### src/rtl/wdog_pkg.sv
package wdog_pkg;

    localparam int OFF_RELOAD = 'h00;
    localparam int OFF_COUNT  = 'h04;
    localparam int OFF_CTRL   = 'h08;
    localparam int OFF_CLEAR  = 'h0C;
    localparam int OFF_RAW    = 'h10;
    localparam int OFF_MASKED = 'h14;

    typedef enum logic [1:0] {
        IRQ_IDLE,
        IRQ_PENDING,
        IRQ_RESET
    } irq_state_t;

    typedef enum logic [2:0] {
        ACT_HOLD,
        ACT_DEC,
        ACT_EXPIRE,
        ACT_LOAD,
        ACT_CLEAR
    } cnt_act_t;

endpackage

### src/rtl/wdog_regfile.sv
module wdog_regfile
    import wdog_pkg::*;
#(
    parameter int DATA_W = 32,
    parameter int ADDR_W = 8
) (
    input  logic              clk,
    input  logic              rst_n,
    input  logic              psel,
    input  logic              penable,
    input  logic              pwrite,
    input  logic [ADDR_W-1:0] paddr,
    input  logic [DATA_W-1:0] pwdata,
    input  logic [DATA_W-1:0] count,
    input  logic              raw_irq,
    output logic [DATA_W-1:0] prdata,
    output logic              pready,
    output logic [DATA_W-1:0] reload_val,
    output logic [DATA_W-1:0] reload_new,
    output logic              run_en,
    output logic              rst_en,
    output logic              reload_wr,
    output logic              clear_wr
);

    localparam logic [ADDR_W-1:0] A_RELOAD = ADDR_W'(OFF_RELOAD);
    localparam logic [ADDR_W-1:0] A_COUNT  = ADDR_W'(OFF_COUNT);
    localparam logic [ADDR_W-1:0] A_CTRL   = ADDR_W'(OFF_CTRL);
    localparam logic [ADDR_W-1:0] A_CLEAR  = ADDR_W'(OFF_CLEAR);
    localparam logic [ADDR_W-1:0] A_RAW    = ADDR_W'(OFF_RAW);
    localparam logic [ADDR_W-1:0] A_MASKED = ADDR_W'(OFF_MASKED);

    logic wr_access;
    logic rd_access;
    logic ctrl_wr;

    assign wr_access  = psel && penable && pwrite;
    assign rd_access  = psel && !pwrite;
    assign ctrl_wr    = wr_access && (paddr == A_CTRL);
    assign reload_wr  = wr_access && (paddr == A_RELOAD) && (pwdata != '0);
    assign clear_wr   = wr_access && (paddr == A_CLEAR) && pwdata[0];
    assign reload_new = pwdata;
    assign pready     = 1'b1;

    always_ff @(posedge clk or negedge rst_n) begin
        if (!rst_n) begin
            reload_val <= '1;
        end else if (wr_access && (paddr == A_RELOAD)) begin
            reload_val <= pwdata;
        end
    end

    always_ff @(posedge clk or negedge rst_n) begin
        if (!rst_n) begin
            run_en <= 1'b0;
            rst_en <= 1'b0;
        end else if (ctrl_wr) begin
            run_en <= pwdata[0];
            rst_en <= pwdata[1];
        end
    end

    always_comb begin
        prdata = '0;
        if (rd_access) begin
            case (paddr)
                A_RELOAD: prdata = reload_val;
                A_COUNT:  prdata = count;
                A_CTRL:   prdata = {{(DATA_W-2){1'b0}}, rst_en, run_en};
                A_RAW:    prdata = {{(DATA_W-1){1'b0}}, raw_irq};
                A_MASKED: prdata = {{(DATA_W-1){1'b0}}, raw_irq & run_en};
                default:  prdata = '0;
            endcase
        end
    end

    // a zero write lands in the reload register
    p_zero_store_r4: assert property (@(posedge clk) disable iff (!rst_n)
        (wr_access && (paddr == A_RELOAD) && (pwdata == '0)) |=> (reload_val == '0));

    // control takes the written bits
    p_ctrl_store_r3: assert property (@(posedge clk) disable iff (!rst_n)
        ctrl_wr |=> (run_en == $past(pwdata[0])) && (rst_en == $past(pwdata[1])));

endmodule

### src/rtl/wdog_counter.sv
module wdog_counter
    import wdog_pkg::*;
#(
    parameter int DATA_W = 32
) (
    input  logic              clk,
    input  logic              rst_n,
    input  logic              run_en,
    input  logic              reload_wr,
    input  logic [DATA_W-1:0] reload_new,
    input  logic              clear_wr,
    input  logic [DATA_W-1:0] reload_val,
    output logic [DATA_W-1:0] count,
    output logic              expire
);

    cnt_act_t          act;
    logic [DATA_W-1:0] count_nxt;

    always_comb begin
        if (reload_wr) begin
            act = ACT_LOAD;
        end else if (clear_wr) begin
            act = ACT_CLEAR;
        end else if (run_en) begin
            act = (count == '0) ? ACT_EXPIRE : ACT_DEC;
        end else begin
            act = ACT_HOLD;
        end
    end

    always_comb begin
        unique case (act)
            ACT_LOAD:   count_nxt = reload_new;
            ACT_CLEAR:  count_nxt = reload_val;
            ACT_EXPIRE: count_nxt = reload_val;
            ACT_DEC:    count_nxt = count - 1'b1;
            ACT_HOLD:   count_nxt = count;
            default:    count_nxt = count;
        endcase
    end

    assign expire = (act == ACT_EXPIRE);

    always_ff @(posedge clk or negedge rst_n) begin
        if (!rst_n) begin
            count <= '1;
        end else begin
            count <= count_nxt;
        end
    end

    p_decrement_r3: assert property (@(posedge clk) disable iff (!rst_n)
        (run_en && !reload_wr && !clear_wr && count != '0) |=> (count == $past(count) - 1'b1));

    p_hold_r3: assert property (@(posedge clk) disable iff (!rst_n)
        (!run_en && !reload_wr && !clear_wr) |=> $stable(count));

    p_restart_load_r4: assert property (@(posedge clk) disable iff (!rst_n)
        reload_wr |=> (count == $past(reload_new)));

    p_restart_clear_r7: assert property (@(posedge clk) disable iff (!rst_n)
        (clear_wr && !reload_wr) |=> (count == $past(reload_val)));

    // an access on an expiry edge suppresses the expiry
    p_restart_wins_r11: assert property (@(posedge clk) disable iff (!rst_n)
        (reload_wr || clear_wr) |-> !expire);

endmodule

### src/rtl/wdog_irq_fsm.sv
module wdog_irq_fsm
    import wdog_pkg::*;
(
    input  logic clk,
    input  logic rst_n,
    input  logic expire,
    input  logic clear_wr,
    input  logic rst_en,
    input  logic run_en,
    output logic raw_irq,
    output logic irq_out,
    output logic rst_out
);

    irq_state_t state;
    irq_state_t state_nxt;

    always_comb begin
        state_nxt = state;
        unique case (state)
            IRQ_IDLE: begin
                if (expire && !clear_wr) state_nxt = IRQ_PENDING;
            end
            IRQ_PENDING: begin
                if (clear_wr)                state_nxt = IRQ_IDLE;
                else if (expire && rst_en)   state_nxt = IRQ_RESET;
            end
            IRQ_RESET: begin
                state_nxt = IRQ_RESET;
            end
            default: state_nxt = IRQ_IDLE;
        endcase
    end

    always_ff @(posedge clk or negedge rst_n) begin
        if (!rst_n) begin
            state <= IRQ_IDLE;
        end else begin
            state <= state_nxt;
        end
    end

    always_comb begin
        raw_irq = (state != IRQ_IDLE);
        rst_out = (state == IRQ_RESET);
        irq_out = raw_irq && run_en;
    end

    p_irq_sticky_r6: assert property (@(posedge clk) disable iff (!rst_n)
        (raw_irq && !clear_wr) |=> raw_irq);

    p_irq_clear_r7: assert property (@(posedge clk) disable iff (!rst_n)
        (clear_wr && !rst_out) |=> !raw_irq);

    p_rst_hold_r9: assert property (@(posedge clk) disable iff (!rst_n)
        rst_out |=> rst_out);

    p_rst_needs_pending_r10: assert property (@(posedge clk) disable iff (!rst_n)
        $rose(rst_out) |-> $past(raw_irq));

    p_irq_on_expiry_r5: assert property (@(posedge clk) disable iff (!rst_n)
        (expire && !clear_wr) |=> raw_irq);

endmodule

### src/rtl/wdog_timer.sv
module wdog_timer
    import wdog_pkg::*;
#(
    parameter int DATA_W = 32,
    parameter int ADDR_W = 8
) (
    input  logic              clk,
    input  logic              rst_n,
    input  logic              psel,
    input  logic              penable,
    input  logic              pwrite,
    input  logic [ADDR_W-1:0] paddr,
    input  logic [DATA_W-1:0] pwdata,
    output logic [DATA_W-1:0] prdata,
    output logic              pready,
    output logic              wdog_irq,
    output logic              wdog_rst
);

    logic [DATA_W-1:0] count;
    logic [DATA_W-1:0] reload_val;
    logic [DATA_W-1:0] reload_new;
    logic              run_en;
    logic              rst_en;
    logic              reload_wr;
    logic              clear_wr;
    logic              expire;
    logic              raw_irq;

    wdog_regfile #(
        .DATA_W (DATA_W),
        .ADDR_W (ADDR_W)
    ) u_regs (
        .clk        (clk),
        .rst_n      (rst_n),
        .psel       (psel),
        .penable    (penable),
        .pwrite     (pwrite),
        .paddr      (paddr),
        .pwdata     (pwdata),
        .count      (count),
        .raw_irq    (raw_irq),
        .prdata     (prdata),
        .pready     (pready),
        .reload_val (reload_val),
        .reload_new (reload_new),
        .run_en     (run_en),
        .rst_en     (rst_en),
        .reload_wr  (reload_wr),
        .clear_wr   (clear_wr)
    );

    wdog_counter #(
        .DATA_W (DATA_W)
    ) u_counter (
        .clk        (clk),
        .rst_n      (rst_n),
        .run_en     (run_en),
        .reload_wr  (reload_wr),
        .reload_new (reload_new),
        .clear_wr   (clear_wr),
        .reload_val (reload_val),
        .count      (count),
        .expire     (expire)
    );

    wdog_irq_fsm u_irq (
        .clk      (clk),
        .rst_n    (rst_n),
        .expire   (expire),
        .clear_wr (clear_wr),
        .rst_en   (rst_en),
        .run_en   (run_en),
        .raw_irq  (raw_irq),
        .irq_out  (wdog_irq),
        .rst_out  (wdog_rst)
    );

    // masked output never high while disabled
    p_mask_r8: assert property (@(posedge clk) disable iff (!rst_n)
        !run_en |-> !wdog_irq);

endmodule

### config.mk
export PLATFORM = sky130hd
export DESIGN_NAME = wdog_timer
export DESIGN_NICKNAME = d
export VERILOG_FILES = /design/src/rtl/wdog_pkg.sv /design/src/rtl/wdog_regfile.sv /design/src/rtl/wdog_counter.sv /design/src/rtl/wdog_irq_fsm.sv /design/src/rtl/wdog_timer.sv
export SDC_FILE = /design/constraint.sdc
export NUM_CORES = 1
export LEC_CHECK = 0
export BUFFER_PORTS_ARGS = -buffer_cell sky130_fd_sc_hd__buf_2
export CAP_MARGIN = 25
export CORE_MARGIN = 2
export CORE_UTILIZATION = 40
export CTS_CLUSTER_DIAMETER = 100
export CTS_CLUSTER_SIZE = 30
export DETAILED_ROUTE_END_ITERATION = 8
export GPL_TIMING_DRIVEN = 1
export MAX_ROUTING_LAYER = met4
export SLEW_MARGIN = 20
export SYNTH_ARGS = -nofsm -noshare
export SYNTH_HDL_FRONTEND = slang
export SYNTH_SLANG_ARGS = --single-unit
### constraint.sdc
create_clock -name clk -period 4.8 [get_ports clk]
set_clock_uncertainty 0.2 [all_clocks]
set_input_delay 0.96 -clock clk [delete_from_list [all_inputs] [get_ports clk]]
set_output_delay 0.96 -clock clk [all_outputs]
set_load 0.02 [all_outputs]
==> summary.txt <==
Status
  – Outcome: completed

Synthesis
  – Yosys reg bits: 68
  – Ys Warns: 0
  – Ys async rst share: 100%
  – Post-Synth XOR/XNOR Area: 0.576%
  – Post-synthesis simple-gate area fraction: 29.9%
  – Main synth FF type: dfstp_2
  – Distinct cells, synth: 68
  – Synth Area in Compound Gates: 17.6%
  – Area share of fa/ha/maj cells after synthesis: 0.549%
  – Cells after Synth: 548
  – Synth Net Count: 595
  – Post-Synthesis Cell Area: 4560 sq um
  – Post-synthesis sequential area ratio: 39.1%
  – Multiplexer share of the synthesized area: 7.71%
  – EDFF count, synth: 0
  – Largest family of logic cells by synthesized area: simple AND/OR/NAND/NOR gates
  – Synth Area per Inst: 8.32 sq um

Setup path
  – Crit Reg-Reg Endpoint: u_counter.count[16]
  – RR Startpoint: u_counter.count[4]
  – CP Launch Type: input port
  – Required @ worst endpoint: 3.64 ns
  – CP endpoint kind: output pin
  – Crit Path Class: in2out
  – R2R setup slack: 1.45 ns
  – Reg2Reg Depth: 7
  – Crit-path max FO: 30
  – CP Data Arrival Time: 2.88 ns

Clock network
  – H-tree Lvls: 3
  – CTS Buf Count: 9
  – Clk_lat worst skew: 0.33 ns
  – CTS tree: done
  – Max clock buf depth: 2
  – CTS Root Cell: clkbuf_16
  – CTS Hold Bufs: 0
  – Post-CTS sizing: 0
  – Setup repair bufs after CTS: 0
  – Clock slew at reported path FFs: 0.05 ns
  – CTS Sinks: 68

Power and ir drop
  – Maximum VDD drop: 165 uV
  – Switching pwr: 0.513 mW
  – Leak: 2.34 nW
  – Internal power contribution: 1.22 mW
  – Part of the power in registers: 44.5%
  – Logic pwr share: 18.1%
  – Switching Fraction: 29.6%
  – Pwr dens: 321 nW/um^2
  – Clock power frac: 37.4%

Final layout
  – Nets: 666
  – Synth-to-Final Area Change: 18.4%
  – Number of inserted diodes: 0
  – Most common cell after layout, fill and taps aside: nand2_1
  – Most frequent cells in the layout: nand2_1 (111), buf_2 (78), dfstp_2 (64)
  – Final Non-Filler Cells: 764
  – Proportion of layout cells with a drive suffix above 1: 30.8%

Detailed routing
  – Average wire per standard cell: 19.6 um
  – Post-DR vias/cell: 6.04
  – Iteration-0 DRC Markers: 333
  – Final ANT Viol Nets: 0
  – Drt total wl: 14900 um
  – Drt pass-1 iters: 5
  – DRC: 0
  – Via count: 4616

Placed design
  – Cell count after placement: 748
  – DP Wirelength: 10600 um
  – Setup slack at placement: 0.762 ns
  – Final GP Congestion: 0.957
  – Input/output buffers: 78

Timing
  – Final slew viol count: 0
  – Worst slew margin: 32.6%
  – Tmin final: 4.04 ns
  – Final hold viol count: 0
  – Final setup violation count: 0
  – RSZ-0062 raised after global routing: no
  – Final WS setup: 0.758 ns
  – TNS Setup: 0 ns
  – Tcrit/Tclk final: 84.2%
  – Worst slew pin tran: 1.00 ns
  – Hold_ws: 0.263 ns
  – Max Clock Freq: 247 MHz

Worst hold path
  – Worst hold stages: 2
  – Hold endpoint: u_regs.reload_val[21]
  – Hold path startpoint: u_regs.reload_val[21]
  – Worst Hold Class: reg2reg

Floorplan
  – I/O pins: 80
  – Die height: 111 um
  – Die width: 111 um
  – Die area: 12300 sq um
  – Number of cell rows: 38
  – Initial Util: 41.5%
  – Core Area: 11000 sq um

Run
  – Max Cap Violations: 0

GRT
  – GRT overflow: 0
  – GRT Util Overall: 25.6%
  – First-pass GRT wire length: 24500 um
  – Pin count of the biggest net entering global routing: 37
  – Initial antenna violation count: 0
  – Vias in the first global route: 4674
-- critical path: stages --
cell,delay [ns]
buf_2,0.09
or4_1,0.57
or3_1,0.35
or3_1,0.31
buf_4,0.25
nor2_1,0.15
buf_2,0.18
-- cells in the mapped netlist, drive strengths merged (2+ instances only) --
master | count | area (sq um)
nor4b | 2 | 23.8
mux2i | 34 | 340
nand2b | 2 | 12.5
o2bb2ai | 3 | 26.3
o221ai | 6 | 52.6
a22oi | 8 | 60.1
o41ai | 2 | 17.5
a2bb2oi | 2 | 17.5
a22o | 4 | 35.0
o21bai | 2 | 15.0
clkbuf | 29 | 109
o2111ai | 3 | 26.3
dfrtp | 4 | 100
nor4 | 22 | 138
a21oi | 10 | 50.1
o21ai | 18 | 101
a221oi | 2 | 17.5
nand2 | 111 | 417
or4 | 13 | 105
dfstp | 64 | 1680
or4b | 2 | 20.0
inv | 6 | 22.5
nor2 | 63 | 236
ha | 2 | 25.0
and2 | 2 | 12.5
a31o | 3 | 26.3
buf | 12 | 73.8
a31oi | 3 | 18.8
a221o | 2 | 20.0
a32oi | 3 | 26.3
a21boi | 3 | 22.5
or3 | 11 | 68.8
o31a | 3 | 26.3
xnor2 | 3 | 26.3
nand3 | 28 | 145
o211ai | 9 | 67.6
o31ai | 6 | 58.8
o311a | 3 | 30.0
nand4 | 4 | 31.3
nor3 | 19 | 95.1
nand3b | 3 | 22.5
-- layer usage --
layer | track usage, % | share of wire (%) | vias to the layer above
met5 | - | 0 | -
met4 | 9.50 | 1.9 | 0
met3 | 4.05 | 5.8 | 26
met2 | 40.9 | 48 | 167
met1 | 32.8 | 44 | 2269
li1 | - | - | 2154
-- kinds of logic after synthesis --
| group | Yosys count |
|---|---|
| muxes | 35 |
| buffers and inverters | 47 |
| adders and majority gates | 2 |
| and+or+nand+nor | 287 |
| DFF | 68 |
| xor gates and xnor gates | 3 |
| other | 1 |
| AOI/OAI and AO/OA | 105 |
-- worst max-delay path by stage --
stage                  start          to  cells past startpoint
floorplan           paddr[5]  prdata[10]                      5
global placement    paddr[5]  prdata[27]                      7
detailed placement  paddr[5]  prdata[20]                      7
CTS                 paddr[5]  prdata[20]                      7
global route        paddr[5]   prdata[8]                      7
finish              paddr[5]  prdata[20]                      7
-- through the flow --
step | cell area, sq um | power (mW) | util (%)
after floorplan | 4560 | 0.972 | -
after global placement | 5120 | 1.07 | 46.6
after detailed placement | 5120 | 1.09 | 46.6
after CTS | 5400 | 1.74 | 49.2
after global routing | 5400 | 1.82 | 49.2
final | 5400 | 1.73 | 49.2
-- power by group through the flow --
stage	Combinational [mW]	Clock, mW	Sequential [mW]
3_5_place_dp	0.309	0	0.776
5_1_grt	0.351	0.685	0.783
4_1_cts	0.310	0.657	0.769
6_report	0.314	0.648	0.771
2_1_floorplan	0.246	0	0.727
3_3_place_gp	0.301	0	0.773
-- registers in the layout, summed over array words and instances (netlist names) --
signal / cells
u_counter.count: 32
u_irq.state: 2
u_regs.reload_val: 32
u_regs.rst_en: 1
u_regs.run_en: 1
-- layout make-up --
| type | instances | area [sq um] |
|---|---|---|
| fillers | 1088 | 5580 |
| multi-input cells | 433 | 2580 |
| flip-flops and latches | 68 | 1780 |
| repair buffers | 101 | 563 |
| clock buffers | 14 | 244 |
| well taps | 140 | 175 |
| clock inverters | 2 | 35.0 |
| inverters | 6 | 22.5 |
Note: power is estimated with default switching activity, not from simulation.
